[src/rtl/cpld_irq_pkg.sv]
package cpld_irq_pkg;
    localparam int DW     = 16;
    localparam int AW     = 8;

    localparam logic [AW-1:0] OFS_LED    = 8'h00;
    localparam logic [AW-1:0] OFS_BTN    = 8'h08;
    localparam logic [AW-1:0] OFS_STAT   = 8'h10;
    localparam logic [AW-1:0] OFS_CLR    = 8'h20;
    localparam logic [AW-1:0] OFS_MASK   = 8'h38;
    localparam logic [AW-1:0] OFS_SIG_A  = 8'h40;
    localparam logic [AW-1:0] OFS_SIG_B  = 8'h48;
    localparam logic [AW-1:0] OFS_VER    = 8'h50;
    localparam logic [AW-1:0] OFS_SIG_C  = 8'h58;
    localparam logic [AW-1:0] OFS_MRST   = 8'h60;
    localparam logic [AW-1:0] OFS_ID     = 8'h68;

    localparam logic [DW-1:0] SIG_A_WORD = 16'hAAAA;
    localparam logic [DW-1:0] SIG_B_WORD = 16'h5555;
    localparam logic [DW-1:0] SIG_C_WORD = 16'hCAFE;

    typedef enum logic {
        IRQ_IDLE   = 1'b0,
        IRQ_ASSERT = 1'b1
    } irq_state_t;
endpackage

[src/rtl/cpld_sync2.sv]
module cpld_sync2 #(
    parameter int W = 16
) (
    input  logic         clk,
    input  logic         rst_n,
    input  logic [W-1:0] async_in,
    output logic [W-1:0] sync_out
);
    for (genvar g = 0; g < W; g++) begin : g_bit
        logic meta_q;
        logic stab_q;
        always_ff @(posedge clk or negedge rst_n) begin
            if (!rst_n) begin
                meta_q <= 1'b0;
                stab_q <= 1'b0;
            end else begin
                meta_q <= async_in[g];
                stab_q <= meta_q;
            end
        end
        assign sync_out[g] = stab_q;
    end
endmodule

[src/rtl/cpld_irq_core.sv]
module cpld_irq_core
    import cpld_irq_pkg::*;
#(
    parameter int NSRC = 16
) (
    input  logic            clk,
    input  logic            rst_n,
    input  logic [NSRC-1:0] src_lvl,
    input  logic            wr_mask,
    input  logic            wr_clr,
    input  logic [NSRC-1:0] wdata,
    output logic [NSRC-1:0] status_q,
    output logic [NSRC-1:0] mask_q,
    output logic [NSRC-1:0] clr_q,
    output logic            irq_n
);
    logic [NSRC-1:0] lvl_prev_q;
    logic [NSRC-1:0] rise;
    logic            pending;
    irq_state_t      state_q, state_nx;

    assign rise    = src_lvl & ~lvl_prev_q;
    assign pending = |(status_q & ~mask_q);

    always_ff @(posedge clk or negedge rst_n) begin
        if (!rst_n) begin
            lvl_prev_q <= '0;
            status_q   <= '0;
            mask_q     <= '1;
            clr_q      <= '0;
        end else begin
            lvl_prev_q <= src_lvl;
            // a fresh edge outranks a held clear bit
            status_q   <= (status_q & ~clr_q) | rise;
            if (wr_mask) mask_q <= wdata;
            if (wr_clr)  clr_q  <= wdata;
        end
    end

    // state register
    always_ff @(posedge clk or negedge rst_n) begin
        if (!rst_n) state_q <= IRQ_IDLE;
        else        state_q <= state_nx;
    end

    always_comb begin
        state_nx = state_q;
        unique case (state_q)
            IRQ_IDLE:   if (pending)  state_nx = IRQ_ASSERT;
            IRQ_ASSERT: if (!pending) state_nx = IRQ_IDLE;
            default:    state_nx = IRQ_IDLE;
        endcase
    end

    // outputs
    always_comb begin
        unique case (state_q)
            IRQ_ASSERT: irq_n = 1'b0;
            default:    irq_n = 1'b1;
        endcase
    end
endmodule

[src/rtl/cpld_reg_decode.sv]
module cpld_reg_decode
    import cpld_irq_pkg::*;
#(
    parameter int            NSRC    = 16,
    parameter logic [DW-1:0] VERSION = 16'h0102,
    parameter logic [DW-1:0] BOARD   = 16'h0051
) (
    input  logic            clk,
    input  logic            rst_n,
    input  logic            bus_en,
    input  logic            bus_we,
    input  logic [AW-1:0]   bus_addr,
    input  logic [DW-1:0]   bus_wdata,
    output logic [DW-1:0]   bus_rdata,
    input  logic [DW-1:0]   btn_lvl,
    input  logic [NSRC-1:0] status,
    input  logic [NSRC-1:0] mask,
    input  logic [NSRC-1:0] clr,
    output logic            wr_mask,
    output logic            wr_clr,
    output logic [DW-1:0]   led_q,
    output logic [DW-1:0]   mrst_q
);
    logic wr_hit;
    logic [DW-1:0] stat_w, mask_w, clr_w;

    assign wr_hit  = bus_en && bus_we;
    assign wr_mask = wr_hit && (bus_addr == OFS_MASK);
    assign wr_clr  = wr_hit && (bus_addr == OFS_CLR);

    always_comb begin
        stat_w = '0;
        mask_w = '0;
        clr_w  = '0;
        stat_w[NSRC-1:0] = status;
        mask_w[NSRC-1:0] = mask;
        clr_w[NSRC-1:0]  = clr;
    end

    always_ff @(posedge clk or negedge rst_n) begin
        if (!rst_n) begin
            led_q  <= '0;
            mrst_q <= '0;
        end else if (wr_hit) begin
            if (bus_addr == OFS_LED)  led_q  <= bus_wdata;
            if (bus_addr == OFS_MRST) mrst_q <= bus_wdata;
        end
    end

    always_comb begin
        bus_rdata = '0;
        if (bus_en && !bus_we) begin
            case (bus_addr)
                OFS_LED:   bus_rdata = led_q;
                OFS_BTN:   bus_rdata = btn_lvl;
                OFS_STAT:  bus_rdata = stat_w;
                OFS_CLR:   bus_rdata = clr_w;
                OFS_MASK:  bus_rdata = mask_w;
                OFS_SIG_A: bus_rdata = SIG_A_WORD;
                OFS_SIG_B: bus_rdata = SIG_B_WORD;
                OFS_VER:   bus_rdata = VERSION;
                OFS_SIG_C: bus_rdata = SIG_C_WORD;
                OFS_MRST:  bus_rdata = mrst_q;
                OFS_ID:    bus_rdata = BOARD;
                default:   bus_rdata = '0;
            endcase
        end
    end
endmodule

[src/rtl/cpld_irq_expander.sv]
module cpld_irq_expander
    import cpld_irq_pkg::*;
#(
    parameter int            NSRC    = 16,
    parameter logic [DW-1:0] VERSION = 16'h0102,
    parameter logic [DW-1:0] BOARD   = 16'h0051
) (
    input  logic          clk,
    input  logic          rst_n,
    input  logic          bus_en,
    input  logic          bus_we,
    input  logic [AW-1:0] bus_addr,
    input  logic [DW-1:0] bus_wdata,
    output logic [DW-1:0] bus_rdata,
    input  logic [DW-1:0] src_in,
    input  logic [DW-1:0] btn_in,
    output logic [DW-1:0] led_out,
    output logic [DW-1:0] mod_rst,
    output logic          irq_n
);
    logic [DW-1:0]   src_lvl;
    logic [DW-1:0]   btn_lvl;
    logic [NSRC-1:0] status_q, mask_q, clr_q;
    logic            wr_mask, wr_clr;

    cpld_sync2 #(.W(DW)) u_src_sync (
        .clk(clk), .rst_n(rst_n), .async_in(src_in), .sync_out(src_lvl)
    );

    cpld_sync2 #(.W(DW)) u_btn_sync (
        .clk(clk), .rst_n(rst_n), .async_in(btn_in), .sync_out(btn_lvl)
    );

    cpld_irq_core #(.NSRC(NSRC)) u_core (
        .clk(clk), .rst_n(rst_n),
        .src_lvl(src_lvl[NSRC-1:0]),
        .wr_mask(wr_mask), .wr_clr(wr_clr),
        .wdata(bus_wdata[NSRC-1:0]),
        .status_q(status_q), .mask_q(mask_q), .clr_q(clr_q),
        .irq_n(irq_n)
    );

    cpld_reg_decode #(.NSRC(NSRC), .VERSION(VERSION), .BOARD(BOARD)) u_regs (
        .clk(clk), .rst_n(rst_n),
        .bus_en(bus_en), .bus_we(bus_we), .bus_addr(bus_addr),
        .bus_wdata(bus_wdata), .bus_rdata(bus_rdata),
        .btn_lvl(btn_lvl),
        .status(status_q), .mask(mask_q), .clr(clr_q),
        .wr_mask(wr_mask), .wr_clr(wr_clr),
        .led_q(led_out), .mrst_q(mod_rst)
    );
endmodule

[config.mk]
export PLATFORM = sky130hd
export DESIGN_NAME = cpld_irq_expander
export DESIGN_NICKNAME = d
export VERILOG_FILES = /design/src/rtl/cpld_irq_pkg.sv /design/src/rtl/cpld_sync2.sv /design/src/rtl/cpld_irq_core.sv /design/src/rtl/cpld_reg_decode.sv /design/src/rtl/cpld_irq_expander.sv
export SDC_FILE = /design/constraint.sdc
export NUM_CORES = 1
export LEC_CHECK = 0
export BUFFER_PORTS_ARGS = -buffer_cell sky130_fd_sc_hd__buf_2
export CORE_MARGIN = 10
export CORE_UTILIZATION = 50
export DETAILED_ROUTE_END_ITERATION = 10
export PLACE_DENSITY = 0.72
export SYNTH_ARGS = -nofsm -noshare
export SYNTH_HDL_FRONTEND = slang
export SYNTH_SLANG_ARGS = --single-unit
[constraint.sdc]
create_clock -name clk -period 7.15 [get_ports clk]
set_clock_uncertainty 0.2 [all_clocks]
set_input_delay 2.145 -clock clk [delete_from_list [all_inputs] [get_ports clk]]
set_output_delay 2.145 -clock clk [all_outputs]
set_load 0.1 [all_outputs]
# [Yosys cells after proc, flatten, opt, wreduce, memory -nomap -nowiden]
# Cells that the tools add are included.
[classes] eq_ne=10 n_mux=4 bitwise_logic=7 reduce_logical=9
[op_table] cell="$pmux 16 s11" n=1
[op_table] cell="$and 16x16->16" n=3
[op_table] cell="$eq 8x7->1 const B" n=6
[op_table] cell="$not 16->16" n=3
[op_table] cell="$eq 8x6->1 const B" n=2
[op_table] cell="$mux 16" n=1
[op_table] cell="$or 16x16->16" n=1
[op_table] cell="$reduce_or 16->1" n=1
[op_table] cell="$eq 8x4->1 const B" n=1
[op_table] cell="$eq 8x5->1 const B" n=1
[op_table] cell="$logic_not 8->1" n=1
[op_table] cell="$logic_and 1x1->1" n=4
[op_table] cell="$reduce_and 2->1" n=2
[op_table] cell="$mux 1" n=2
[op_table] cell="$logic_not 1->1" n=1
[word_totals] ff_bits=161 wordCells=101

# [Longest topological paths before layout]
[depth] depth_word=4 ltp_mapped=8 ltp_nobuf=4

# [Hierarchy]
# A second synthesis with hierarchy kept.
[hier_totals] hier_cells=538 area_unflattened_um2=6881.6
[by_module_without_submodules] module="cpld_reg_decode" instances=1 cells_per_inst=275 area_per_inst_um2=2544.9 seq_area_each_um2=800.8
[by_module_without_submodules] module="cpld_irq_core" instances=1 cells_per_inst=167 area_per_inst_um2=2494.9 seq_area_each_um2=1646.6
[by_module_without_submodules] module="cpld_sync2" instances=2 cells_per_inst=48 area_per_inst_um2=920.9 seq_area_each_um2=800.8

# [Worst setup path after synthesis]
# No wires, ideal clock.
[synth_timing] path_kind="input port to output port" from="input port bus_addr[7]" to="output port bus_rdata[14]" arrival_ns=5.081 t_required_ns=4.805 path_slack_ns=-0.276 cell_stages=6 path_cell_list="or4_1 -> buf_4 -> buf_6 -> nor4_1 -> nand2_1 -> a31oi_1"
[synth_via] elab_chain_len=3 word_cells_on_any_way=13
[synth_lines] element="from (decl)" line="cpld_irq_expander.sv:12" source="input logic [AW-1:0] bus_addr,"
[synth_lines] element="$eq 8x7->1 (tied with other cells)" line="cpld_reg_decode.sv:53" source="case (bus_addr)"
[synth_lines] element="$pmux 16 s11 *" line="cpld_reg_decode.sv:53"
[synth_lines] element="$mux 16 *" line="cpld_reg_decode.sv:52" source="if (bus_en && !bus_we) begin"
[synth_lines] element="to (decl)" line="cpld_irq_expander.sv:14" source="output logic [DW-1:0] bus_rdata,"
# Mark *: on every way between the ends. The rest lies on a longest branch, timed or not.

# [Worst setup path in the final report]
[layout_timing] from="input port bus_addr[5]" to="output port bus_rdata[1]"
# The elaborated chain is that of the path after synthesis.

==> metrics.md <==
| Metric | Value |
|---|---|
| Outcome | `finished, final reports clean` |
| Power, Total | `2.037 mW` |
| Port bufs | `108` |
| Non-Filler Instances | `811` |
| Num CTS Buffers | `17` |
| Minimum clock period | `6.706 ns` |
| FP Rows | `41` |
| Crit-path cells | `buf_2, or4b_1, nor2_1, buf_4, a22oi_1, a31oi_2, buf_12` |
| Layout Utilization | `0.6378` |
| Starting Density | `0.5128` |
| Longest Clk Path Bufs | `2` |
| Initial antenna violation count | `0` |
| Final WL | `17,770 um` |
| Io pins | `109` |
| CTS tree | `yes` |
| CP endpoint kind | `output port` |
| Maxcap violations | `0` |
| Dpl ws | `0.5325 ns` |
| Top-area cell type share of the netlist area | `0.5562` |
| Area Growth Syn to Fin | `24.38%` |
| Placed cell area | `0.007523 mm^2` |
| Kind of critical path | `primary input to output port` |
| Sequential element share of the synthesized area | `0.6206` |
| Total Neg Setup Slack | `0 ns` |
| Yosys warns | `0` |
| Final worst-path setup slack | `0.4436 ns` |
| # setup viols final | `0` |
| Final cell area excluding filler cells | `0.008114 mm^2` |
| Hold Slack | `0.1443 ns` |
| # placed instances | `779` |
| Combinational power share | `0.079` |
| Hold buffers post-CTS | `0` |
| Synth area leaders | `dfrtp_1, mux2_2, dfstp_2` |
| EDFF count, synth | `0` |
| Worst Tran Pin Value | `1.280 ns` |
| Quantity of gates resized following cts | `0` |
| Sw Share | `0.2460` |
| Worst Hold Class | `register to register` |
| CP max-delay cell | `or4b_1` |
| Fraction of registers with async set/reset | `1.000` |
| Most common cell in the netlist | `dfrtp_1` |
| Post-Syn Area | `0.006524 mm^2` |
| Clk Latency, worst-skew pair | `0.43 ns` |
| Crit path launch type | `primary input` |
| Final Max Tran Viols | `0` |
| Vias | `4,653` |
| Layout fillers | `1,013` |
| Total track usage | `0.2033` |
| Seq pwr share | `0.480` |
| First-pass GRT wire length | `28,430 um` |
| Post-route ant nets | `0` |
| Top cell type by total area after synthesis | `dfrtp_1` |
| Reg2reg setup slack | `5.58 ns` |
| Syn Nets | `571` |
| H-tree depth | `4` |
| CP Max Fanout | `14` |
| Cell variety after synth | `60` |
| Clock power frac | `0.441` |
| Synth Area per Inst | `12.77 um^2` |
| Core Box Area | `0.01272 mm^2` |
| Number of global-route vias before repair | `5,088` |
| Chip height | `134.2 um` |
| Clock-pin slew on the worst setup and hold paths | `0.06 ns` |
| Post-DP HPWL | `12,360 um` |
| Switching power | `500.9 uW` |
| Die ar. | `0.01802 mm^2` |
| Required time worst endpoint | `4.81 ns` |
| Layout cell share with drive strength beyond 1 | `0.3803` |
| Setup bufs post-CTS | `0` |
| Initial drt markers | `364` |
| P per Cell Area | `251.0 mW/mm^2` |
| Critical path arrival | `4.36 ns` |
| Most frequent cells after synthesis | `dfrtp_1, mux2_2, inv_1, nand2_1, o22ai_1` |
| Pin count of the biggest net entering global routing | `121` |
| # nets final | `686` |
| Total grt overflow | `0` |
| #FFs+latches synth | `161` |
| CP max stage delay | `0.63 ns` |
| Mean routed wirelength per cell | `21.91 um` |
| CTS Root Cell | `clkbuf_16` |
| Drt via density | `5.737` |
| Slew headroom | `0.1438` |
| Placer Congestion | `0.9103` |
| Top_reg_cell synth | `dfrtp_1` |
| Final worst path period share | `0.9380` |
| F_max | `149.1 MHz` |
| DRT Pass-1 Iters | `5` |
| Max IR drop VDD | `0.2007 mV` |
| Hold Vio Cnt, Final | `0` |
| Clk sink count | `161` |
| RSZ-0062 raised after global routing | `no` |
| Post-synthesis cell count | `511` |
| # diodes | `0` |
| # DRC | `0` |
| Leak | `3.848 nW` |
| Internal power | `1.536 mW` |
| DIE WIDTH | `134.2 um` |
-- layout by cell type (no fill, tap or decap), types with 8 or more instances in the layout --
cell type,instances
inv_1,45
nor2_1,9
mux2_2,48
a21oi_1,12
dfrtp_1,145
buf_4,17
clkbuf_16,17
buf_12,16
dfstp_2,16
mux2i_1,11
nor4_1,8
o21ai_0,16
buf_2,92
nand2_1,25
mux2_4,8
o22ai_1,20
-- power groups by stage --
| stage | clock (mW) | sequential [mW] | combinational, mW |
|---|---|---|---|
| 5_1_grt | 0.957 | 0.982 | 0.173 |
| 4_1_cts | 0.914 | 0.978 | 0.162 |
| 3_5_place_dp | 0 | 0.993 | 0.160 |
| 2_1_floorplan | 0 | 1.02 | 0.0581 |
| 3_3_place_gp | 0 | 0.991 | 0.157 |
| 6_report | 0.898 | 0.978 | 0.160 |
-- cell families after synthesis --
family                    after synthesis  synth area share
AOI/OAI and AO/OA                      96           0.09878
DFF                                   161            0.6206
and+or+nand+nor                       104           0.09800
xor gates and xnor gates                2          0.002686
muxes                                  73            0.1285
buffers and inverters                  75           0.05140
-- state kept, by name, summed over array words and instances (netlist names) --
register / flops
u_regs.led_q: 16
u_btn_sync.g_bit.meta_q: 16
u_core.status_q: 16
u_regs.mrst_q: 16
u_core.state_q: 1
u_src_sync.g_bit.meta_q: 16
u_core.mask_q: 16
u_src_sync.g_bit.stab_q: 16
u_core.clr_q: 16
u_btn_sync.g_bit.stab_q: 16
u_core.lvl_prev_q: 16
-- layer usage --
metal	vias up	routed length (um)	track usage
li1	2068	-	-
met1	2349	7390	0.2565
met2	199	8602	0.3200
met3	37	1341	0.06199
met4	0	433	0.07981
met5	-	0	0
-- final timing paths --
kind | startpoint | endpoint | cells past startpoint
hold / removal | u_src_sync.g_bit[4].meta_q$_DFF_PN0_ | u_src_sync.g_bit[4].stab_q$_DFF_PN0_ | 0
min in group asynchronous | rst_n | u_src_sync.g_bit[7].stab_q$_DFF_PN0_ | 1
setup reg to reg | u_core.mask_q[6]$_DFFE_PN1P_ | u_core.state_q$_DFF_PN0_ | 3
hold reg to reg | u_src_sync.g_bit[4].meta_q$_DFF_PN0_ | u_src_sync.g_bit[4].stab_q$_DFF_PN0_ | 0
setup / recovery | bus_addr[5] | bus_rdata[1] | 7
max in group asynchronous | rst_n | u_core.mask_q[13]$_DFFE_PN1P_ | 2
-- critical path, delay by kind of cell --
family / cells / cell delay, ns
buffers and inverters: 3 / 0.72
AO/OA/AOI/OAI: 2 / 0.43
AND/OR/NAND/NOR: 2 / 1.05
-- area by class of cell --
cell class | count | area (um^2) | area share
clock buffer | 20 | 456.7 | 0.05628
clock inverter | 12 | 133.9 | 0.01650
inverter | 45 | 168.9 | 0.02082
multi-input combinational | 275 | 2171 | 0.2675
sequential | 161 | 4049 | 0.4990
tap | 172 | 215.2 | 0.02652
timing repair buffer | 126 | 919.6 | 0.1133
(Power assumes the default switching activity.)
